--- config.mk ---
export PLATFORM = sky130hd
export DESIGN_NAME = cacheWriteMonitor
export DESIGN_NICKNAME = d
export VERILOG_FILES = /design/src/rtl/cwmPkg.sv /design/src/rtl/cwmControl.sv /design/src/rtl/cwmDatapath.sv /design/src/rtl/cacheWriteMonitor.sv
export SDC_FILE = /design/constraint.sdc
export NUM_CORES = 1
export LEC_CHECK = 0
export BUFFER_PORTS_ARGS = -buffer_cell sky130_fd_sc_hd__buf_2
export CAP_MARGIN = 20
export CORE_MARGIN = 2
export CORE_UTILIZATION = 54
export DETAILED_ROUTE_END_ITERATION = 16
export PLACE_DENSITY = 0.79
export SYNTH_ARGS = -nofsm -noshare
export SYNTH_HDL_FRONTEND = slang
export SYNTH_SLANG_ARGS = --single-unit
--- constraint.sdc ---
create_clock -name clk -period 4.6 [get_ports clk]
set_input_delay 0 -clock clk [delete_from_list [all_inputs] [get_ports clk]]
set_output_delay 0 -clock clk [all_outputs]
set_load 0.1 [all_outputs]
--- src/rtl/cwmPkg.sv ---
package cwmPkg;
  localparam int LEN_W    = 8;
  localparam int REASON_N = 5;

  typedef enum logic [2:0] {
    RSN_NONE = 3'd0,
    RSN_ADDR = 3'd1,
    RSN_LEN  = 3'd2,
    RSN_STRB = 3'd3,
    RSN_LINE = 3'd4,
    RSN_LAST = 3'd5
  } reason_e;

  typedef struct packed {
    logic             cacheable;
    logic [4:0]       addrLow;
    logic [LEN_W-1:0] len;
  } awAttr_t;

  typedef struct packed {
    logic push;
    logic beat;
    logic burstEnd;
    logic lastMismatch;
  } ctrlStb_t;
endpackage

--- src/rtl/cwmControl.sv ---
module cwmControl import cwmPkg::*; #(
  parameter int DEPTH = 4,
  localparam int PTR_W = (DEPTH > 1) ? $clog2(DEPTH) : 1,
  localparam int CNT_W = $clog2(DEPTH + 1)
) (
  input  logic             clk,
  input  logic             rstN,
  input  logic             awFire,
  input  logic             wFire,
  input  logic             wLast,
  input  logic [LEN_W-1:0] headLen,
  output ctrlStb_t         ctrl,
  output logic             queueEmpty,
  output logic [PTR_W-1:0] wrPtr,
  output logic [PTR_W-1:0] rdPtr,
  output logic [CNT_W-1:0] occupancy
);
  logic [LEN_W-1:0] beatCnt;
  logic             headValid;
  logic             lenHit;

  function automatic logic [PTR_W-1:0] bump(input logic [PTR_W-1:0] p);
    return (p == PTR_W'(DEPTH - 1)) ? '0 : p + 1'b1;
  endfunction

  assign queueEmpty = (occupancy == '0);
  assign headValid  = !queueEmpty || awFire;
  assign lenHit     = (beatCnt == headLen);

  always_comb begin
    ctrl.beat         = wFire && headValid;
    ctrl.burstEnd     = ctrl.beat && (wLast || lenHit);
    ctrl.lastMismatch = ctrl.burstEnd && (wLast != lenHit);
    ctrl.push         = awFire && ((occupancy != CNT_W'(DEPTH)) || ctrl.burstEnd);
  end

  always_ff @(posedge clk) begin
    if (!rstN) begin
      wrPtr     <= '0;
      rdPtr     <= '0;
      occupancy <= '0;
      beatCnt   <= '0;
    end else begin
      if (ctrl.push)     wrPtr <= bump(wrPtr);
      if (ctrl.burstEnd) rdPtr <= bump(rdPtr);
      unique case ({ctrl.push, ctrl.burstEnd})
        2'b10:   occupancy <= occupancy + 1'b1;
        2'b01:   occupancy <= occupancy - 1'b1;
        default: occupancy <= occupancy;
      endcase
      if (ctrl.burstEnd)  beatCnt <= '0;
      else if (ctrl.beat) beatCnt <= beatCnt + 1'b1;
    end
  end
endmodule

--- src/rtl/cwmDatapath.sv ---
module cwmDatapath import cwmPkg::*; #(
  parameter int DATA_W = 64,
  parameter int DEPTH  = 4,
  localparam int STRB_W = DATA_W / 8,
  localparam int PTR_W  = (DEPTH > 1) ? $clog2(DEPTH) : 1
) (
  input  logic                clk,
  input  logic                rstN,
  input  logic                stickyClr,
  input  ctrlStb_t            ctrl,
  input  logic                queueEmpty,
  input  logic [PTR_W-1:0]    wrPtr,
  input  logic [PTR_W-1:0]    rdPtr,
  input  awAttr_t             awIn,
  input  logic [STRB_W-1:0]   wStrb,
  output logic [LEN_W-1:0]    headLen,
  output logic                violPulse,
  output logic [2:0]          violCode,
  output logic [REASON_N-1:0] violSticky
);
  awAttr_t             queueMem [DEPTH];
  awAttr_t             head;
  logic                beatStrbBad;
  logic                lenBad;
  logic                strbAcc;
  logic [REASON_N-1:0] reasons;
  logic [REASON_N-1:0] found;

  always_ff @(posedge clk) begin
    if (ctrl.push) queueMem[wrPtr] <= awIn;
  end

  assign head    = queueEmpty ? awIn : queueMem[rdPtr];
  assign headLen = head.len;

  generate
    if (DATA_W == 128) begin : g_halfRule
      assign beatStrbBad = !((&wStrb[7:0]) || (&wStrb[15:8]));
    end else begin : g_fullRule
      assign beatStrbBad = !(&wStrb);
    end

    if (DATA_W == 32) begin : g_lenRule
      assign lenBad = !((head.len == LEN_W'(1)) || (head.len == LEN_W'(3)) ||
                        (head.len == LEN_W'(7)) || (head.len == LEN_W'(15)));
    end else begin : g_noLenRule
      assign lenBad = 1'b0;
    end
  endgenerate

  always_ff @(posedge clk) begin
    if (!rstN)              strbAcc <= 1'b0;
    else if (ctrl.burstEnd) strbAcc <= 1'b0;
    else if (ctrl.beat)     strbAcc <= strbAcc | beatStrbBad;
  end

  always_comb begin
    reasons[0] = (head.addrLow[2:0] != 3'd0);
    reasons[1] = lenBad;
    reasons[2] = strbAcc | beatStrbBad;
    reasons[3] = (head.addrLow != 5'd0);
    reasons[4] = ctrl.lastMismatch;
    found      = (ctrl.burstEnd && head.cacheable) ? reasons : '0;
  end

  function automatic logic [2:0] pickCode(input logic [REASON_N-1:0] r);
    if (r[0]) return RSN_ADDR;
    if (r[1]) return RSN_LEN;
    if (r[2]) return RSN_STRB;
    if (r[4]) return RSN_LAST;
    if (r[3]) return RSN_LINE;
    return RSN_NONE;
  endfunction

  always_ff @(posedge clk) begin
    if (!rstN) begin
      violPulse  <= 1'b0;
      violCode   <= RSN_NONE;
      violSticky <= '0;
    end else begin
      violPulse  <= |found;
      violCode   <= pickCode(found);
      violSticky <= (stickyClr ? '0 : violSticky) | found;
    end
  end
endmodule

--- src/rtl/cacheWriteMonitor.sv ---
module cacheWriteMonitor import cwmPkg::*; #(
  parameter int DATA_W      = 64,
  parameter int ADDR_W      = 32,
  parameter int QUEUE_DEPTH = 4
) (
  input  logic                  clk,
  input  logic                  rstN,
  input  logic                  stickyClr,
  input  logic                  awValid,
  input  logic                  awReady,
  input  logic [ADDR_W-1:0]     awAddr,
  input  logic [LEN_W-1:0]      awLen,
  input  logic [3:0]            awCache,
  input  logic                  wValid,
  input  logic                  wReady,
  input  logic [DATA_W/8-1:0]   wStrb,
  input  logic                  wLast,
  output logic                  violPulse,
  output logic [2:0]            violCode,
  output logic [REASON_N-1:0]   violSticky
);
  localparam int PTR_W = (QUEUE_DEPTH > 1) ? $clog2(QUEUE_DEPTH) : 1;
  localparam int CNT_W = $clog2(QUEUE_DEPTH + 1);

  ctrlStb_t         ctrl;
  awAttr_t          awIn;
  logic             queueEmpty;
  logic [PTR_W-1:0] wrPtr;
  logic [PTR_W-1:0] rdPtr;
  logic [CNT_W-1:0] queueOcc;
  logic [LEN_W-1:0] headLen;
  logic             unusedBits;

  assign awIn.cacheable = awCache[1];
  assign awIn.addrLow   = awAddr[4:0];
  assign awIn.len       = awLen;
  assign unusedBits     = ^{awAddr[ADDR_W-1:5], awCache[3:2], awCache[0]};

  cwmControl #(.DEPTH(QUEUE_DEPTH)) u_ctrl (
    .clk       (clk),
    .rstN      (rstN),
    .awFire    (awValid && awReady),
    .wFire     (wValid && wReady),
    .wLast     (wLast),
    .headLen   (headLen),
    .ctrl      (ctrl),
    .queueEmpty(queueEmpty),
    .wrPtr     (wrPtr),
    .rdPtr     (rdPtr),
    .occupancy (queueOcc)
  );

  cwmDatapath #(.DATA_W(DATA_W), .DEPTH(QUEUE_DEPTH)) u_data (
    .clk       (clk),
    .rstN      (rstN),
    .stickyClr (stickyClr),
    .ctrl      (ctrl),
    .queueEmpty(queueEmpty),
    .wrPtr     (wrPtr),
    .rdPtr     (rdPtr),
    .awIn      (awIn),
    .wStrb     (wStrb),
    .headLen   (headLen),
    .violPulse (violPulse),
    .violCode  (violCode),
    .violSticky(violSticky)
  );
endmodule

# --- Word-level counts from Yosys, hierarchy flattened ---
# Memories as Yosys holds them, arrays and structs flattened. A register that Yosys moved wholly into a read port is not among the register bits.
# Cells that the tools add are included.
op_classes:
  add_sub_neg: 5
  eq_ne: 7
  n_mux: 41
  n_bitwise: 3
  reduce_logical: 19
ops:
  columns: ["operator", "n"]
  rows:
  - ["3-bit 2-to-1 mux", 11]
  - ["1-bit 2-to-1 mux", 22]
  - ["14-bit 2-to-1 mux", 1]
  - ["5-bit 2-to-1 mux", 2]
  - ["8-bit by 1-bit adder with 8-bit output (second input constant)", 1]
  - ["8-bit == test", 1]
  - ["2-bit 2-to-1 mux", 4]
  - ["8-bit AND reduction", 1]
  - ["1-bit logical AND", 7]
  - ["2-bit == test (second input constant)", 3]
  - ["3-bit one-hot mux with 2 select lines", 1]
  - ["5-bit bitwise OR", 1]
  - ["5-bit nonzero test", 1]
  - ["5-bit OR reduction", 1]
  - ["2-bit by 1-bit adder with 2-bit output (second input constant)", 2]
  - ["3-bit by 1-bit adder with 3-bit output (second input constant)", 1]
  - ["3-bit logical NOT", 1]
  - ["1-bit logical OR", 3]
  - ["3-bit != test (second input constant)", 1]
  - ["3-bit nonzero test", 1]
  - ["3-bit by 1-bit subtractor with 3-bit output (second input constant)", 1]
  - ["2-bit by 1-bit == test with 1-bit output (second input constant)", 1]
  - ["1-bit logical NOT", 2]
  - ["2-bit nonzero test", 1]
  - ["other kinds (4)", 4]
totals:
  regBits: 25
  ramBits: 56
  inputBits: 60
  output_inout_bits: 9
  n_memories: 1
mem_list:
  columns: ["memory", "words", "width", "rd", "rd_ports_with_merged_regs", "wr", "line", "text"]
  rows:
  - ["u_data.queueMem", 4, 14, 1, 1, 1, "cwmDatapath.sv:21", "awAttr_t queueMem [DEPTH];"]

# --- Longest topological paths before layout ---
logic_depth:
  depth_word: 28
  ltp_mapped: 17

# --- By module ---
# Synthesis repeated with hierarchy kept, for this count alone.
unflattened:
  cells_unflattened: 265
  area_unflattened_um2: 3487.1
modules_own_cells:
  columns: ["module", "instances", "cells_per_inst", "area_each_um2"]
  rows:
  - ["cwmDatapath", 1, 161, 2586.2]
  - ["cwmControl", 1, 102, 888.4]
  - ["cacheWriteMonitor", 1, 2, 12.5]

# --- Least setup slack after synthesis ---
# OpenSTA, ideal clock, no wires.
synth_timing:
  path_type: "register -> register"
  start: "reg with a tool-made name"
  end: "reg u_ctrl.occupancy[2]"
  setup_time_ns: 0.076
  t_arrival_ns: 3.372
  t_required_ns: 4.524
  setup_slack_ns: 1.153
  stages_incl_launch_ff: 17
  synth_period_minus_slack_ns: 3.447
  cell_sequence: "dfxtp_1 buf_6 buf_8 mux4_2 xnor2_1 nand4_1 nor3_1 a31oi_1 ha_1 nand3b_1 a21oi_1 ha_1 inv_1 fa_1 xor2_1 or3_1 a21boi_0"
synth_lines:
  columns: ["item", "line", "text"]
  rows:
  - ["to (signal assigned)", "cwmControl.sv:47", "2'b10: occupancy <= occupancy + 1'b1;"]
  - ["to (signal assigned)", "cwmControl.sv:48", "2'b01: occupancy <= occupancy - 1'b1;"]
  - ["to (signal assigned)", "cwmControl.sv:49", "default: occupancy <= occupancy;"]
  - ["to (decl)", "cwmControl.sv:16", "output logic [CNT_W-1:0] occupancy"]

==> metrics.md <==
| Metric | Value |
|---|---|
| Syn Inst Count | `244` |
| Drt total wl | `about 6.4 mm` |
| Maximum vdd ir drop | `between 0.15 and 0.2 mV` |
| Placed Instance Area | `0.00374 mm2` |
| Buf/Inv on CP | `2` |
| CP delay by family, top | `adder cells` |
| Critical Path Source Type | `flop` |
| CTS tree | `yes` |
| Dpl ws | `0.680 ns` |
| Share of cells above drive strength 1 | `~23%` |
| Post-synth EDFFs | `56` |
| CP Capture Type | `flop` |
| Total track usage | `around 20%` |
| Fin crit share | `between 80% and 90%` |
| Post-DP HPWL | `about 4.5 mm` |
| I/O Buffers | `37` |
| Clock Latency Late Sink | `0.35 ns` |
| Diode count | `0` |
| Ys flop type | `edfxtp_1` |
| GR Util met3 | `under 10%` |
| CP required | `4.88 ns` |
| Final Core Density | `65.2%` |
| Crit path top cell by count | `ha_1` |
| P_leak | `about 1.5 nW` |
| DR pass1 iterations | `4` |
| Root buffer cell | `clkbuf_8` |
| I/O Pins | `69` |
| Drt wl/cell | `16.5 um` |
| CTS sink cnt | `82` |
| Hold WC Path Type | `in2reg` |
| P per Cell Area | `about 350 mW/mm2` |
| Multi-input gate area | `between 0.001 and 0.0015 mm2` |
| Largest net degree at the start of global routing | `15` |
| Critical path's slowest cell | `dfxtp_1` |
| Antenna-violating nets left | `0` |
| Routed vias | `between 2000 and 2500` |
| Max-cap violations | `0` |
| Unrepaired setup endpoints after global routing | `false` |
| Critical path, cell by cell | `buf_4 > mux4_2 > xnor2_1 > nand4_1 > nor3_1 > a31oi_1 > ha_1 > nand3b_1 > a21oi_1 > ha_1 > inv_1 > fa_1 > xor2_1 > or3_1 > a21boi_0` |
| Gp weighted congestion | `0.753` |
| DRC Markers | `0` |
| Initial antenna violation count | `0` |
| Layout Cell Area excl Fill | `slightly above 0.004 mm2` |
| Seq. cell area | `about 0.0022 mm2` |
| Final Hold Vio Count | `0` |
| Met1 Usage GRT | `24.9%` |
| Setup TNS | `0 ns` |
| P&R area growth vs syn | `18.6%` |
| GR peak layer | `met2` |
| Final #Nets | `376` |
| Met2 Resource Use GR | `33.2%` |
| FP Rows | `29` |
| Vias in the first global route | `between 2000 and 2500` |
| Avg Cell Area, Syn | `about 14 um2` |
| PnR worst setup slack | `about 0.74 ns` |
| Headroom to the max-slew limit | `57.2%` |
| Max FO, Critical Path | `7` |
| Synth async-reset ratio | `0%` |
| Die Span Y | `between 80 and 90 um` |
| #FFs+latches synth | `about 80` |
| Post-synthesis cell type count | `44` |
| Clock Skew | `between 0.009 and 0.01 ns` |
| R2R setup slack | `~0.74 ns` |
| Post-Syn Area | `roughly 0.0035 mm2` |
| Via density per instance | `about 5.5` |
| First-pass GRT wire length | `about 10 mm` |
| Starting Density | `about 55%` |
| Final setup viols | `0` |
| Die ar. | `approximately 0.0070 mm2` |
| Max Clk Rate | `0.259 GHz` |
| Post-synthesis sequential area ratio | `approximately 64%` |
| Die W | `84.0 um` |
| Core area | `0.00628 mm2` |
| Clock Pin Slew Worst Setup and Hold Paths | `0.08 ns` |
| WS Path Type | `reg2reg` |
| Num CTS Buffers | `9` |
| Max stage delay on crit path | `around 0.53 ns` |
| Grt ovf | `0` |
| Fillers | `~460` |
| CTS H-tree lvls | `3` |
| YS warnings | `0` |
| Status | `completed` |
| Tmin final | `around 3.9 ns` |
| Hold_ws | `about 0.07 ns` |
| DRT iter0 DRCs | `121` |
| CP arrival | `roughly 4.1 ns` |
| Worst Tran Pin Value | `roughly 0.64 ns` |
| Syn nets | `313` |
| CTS max path bufs | `2` |
| Max-slew violations | `0` |
## stage by stage
step                      instances  power, mW
after global routing            389       1.50
after detailed placement        357      0.945
after CTS                       389       1.46
after global placement          357      0.940
after floorplan                 244      0.904
final                           389       1.45
## worst reg2reg max path, cell delays in order, from the launching register on
cell	delay (ns)
dfxtp_1	0.53
buf_4	0.25
mux4_2	0.53
xnor2_1	0.14
nand4_1	0.13
nor3_1	0.14
a31oi_1	0.10
ha_1	0.24
nand3b_1	0.21
a21oi_1	0.22
ha_1	0.23
inv_1	0.07
fa_1	0.38
xor2_1	0.16
or3_1	0.31
a21boi_0	0.16
## cell usage after synthesis (all sizes together) (4+ instances only)
cell | count | share of area [%]
nor2b | 6 | 1.1
xor2 | 15 | 3.8
buf | 4 | 1.1
clkbuf | 5 | 0.54
mux2i | 4 | 1.2
nor4 | 4 | 0.72
inv | 9 | 0.98
xnor2 | 10 | 2.5
mux4 | 9 | 6.1
nor3 | 8 | 1.5
and3 | 4 | 0.72
nand2 | 8 | 0.87
nor2 | 18 | 2.0
edfxtp | 56 | 49
dfxtp | 26 | 15
nand4 | 9 | 1.6
a21oi | 8 | 1.3
ha | 8 | 2.9
and2 | 8 | 1.4
## cell type report
type                       instances  area share [%]
clock buffer                      12            3.55
clock inverter                     4            1.25
inverter                           9           0.825
multi-input combinational        144            28.3
sequential                        82            53.8
tap                               77            2.35
timing repair buffer              61            9.91
## sequential cells by signal (all words and copies together) (netlist names), named ones only
name	count
u_ctrl.occupancy	3
u_ctrl.beatCnt	8
u_data.violPulse	1
u_ctrl.wrPtr	2
u_data.violSticky	4
u_data.queueMem	56
u_ctrl.rdPtr	2
u_data.violCode	3
u_data.strbAcc	1
## repair_timing
action	in CTS	in global routing
hold buffers	16	0
setup buffers	0	0
endpoints found under the hold margin	61	0
resized for setup	0	0
## report_power, final
part           leakage [nW]  switching, mW  internal (mW)
clock network        0.0966          0.248          0.266
registers             0.719         0.0104          0.803
logic                 0.675         0.0687         0.0547
## per-layer routing
metal / part of all wire (%) / up-vias
met3: 6.0 / 7
met5: 0 / -
met1: 42 / 1048
met4: 1.3 / 0
li1: - / 1020
met2: 51 / 51
## placed cells by master (no fill, tap or decap), drive strengths merged, types with 2 or more instances in the layout
master | Yosys | layout
dlygate4sd3 | 0 | 16
ha | 8 | 8
nor4b | 2 | 2
nand2 | 8 | 8
nor3b | 2 | 2
mux2i | 4 | 4
xnor2 | 10 | 10
a21oi | 8 | 8
o31ai | 2 | 2
nor4 | 4 | 4
o21ai | 2 | 2
dfxtp | 26 | 26
nor3 | 8 | 8
and2 | 8 | 8
clkinv | 0 | 2
mux4 | 9 | 9
a31oi | 2 | 2
nor2 | 18 | 18
nand4 | 9 | 9
o22ai | 2 | 2
xor2 | 15 | 15
nor2b | 6 | 6
or2 | 2 | 2
clkbuf | 5 | 12
nand3b | 2 | 2
buf | 4 | 45
inv | 9 | 9
edfxtp | 56 | 56
and3 | 4 | 4
## kinds of logic after synthesis
family,Yosys count,share of synthesized area [%]
flops,82,63.8
mux,13,7.25
xor+xnor,25,6.34
compound gates,21,4.35
other cells,1,0.109
simple gates,75,12.0
fa+ha+maj,9,3.48
buf+inv,18,2.65
## final timing paths
path | startpoint | endpoint | cells after the start
worst min register to register | u_data.strbAcc | u_data.strbAcc | 2
worst min-delay path | wStrb[1] | u_data.strbAcc | 5
worst max-delay path | flop | u_ctrl.occupancy[2] | 15
worst max register to register | flop | u_ctrl.occupancy[2] | 15
No activity file was read; power rests on OpenSTA's default activity.
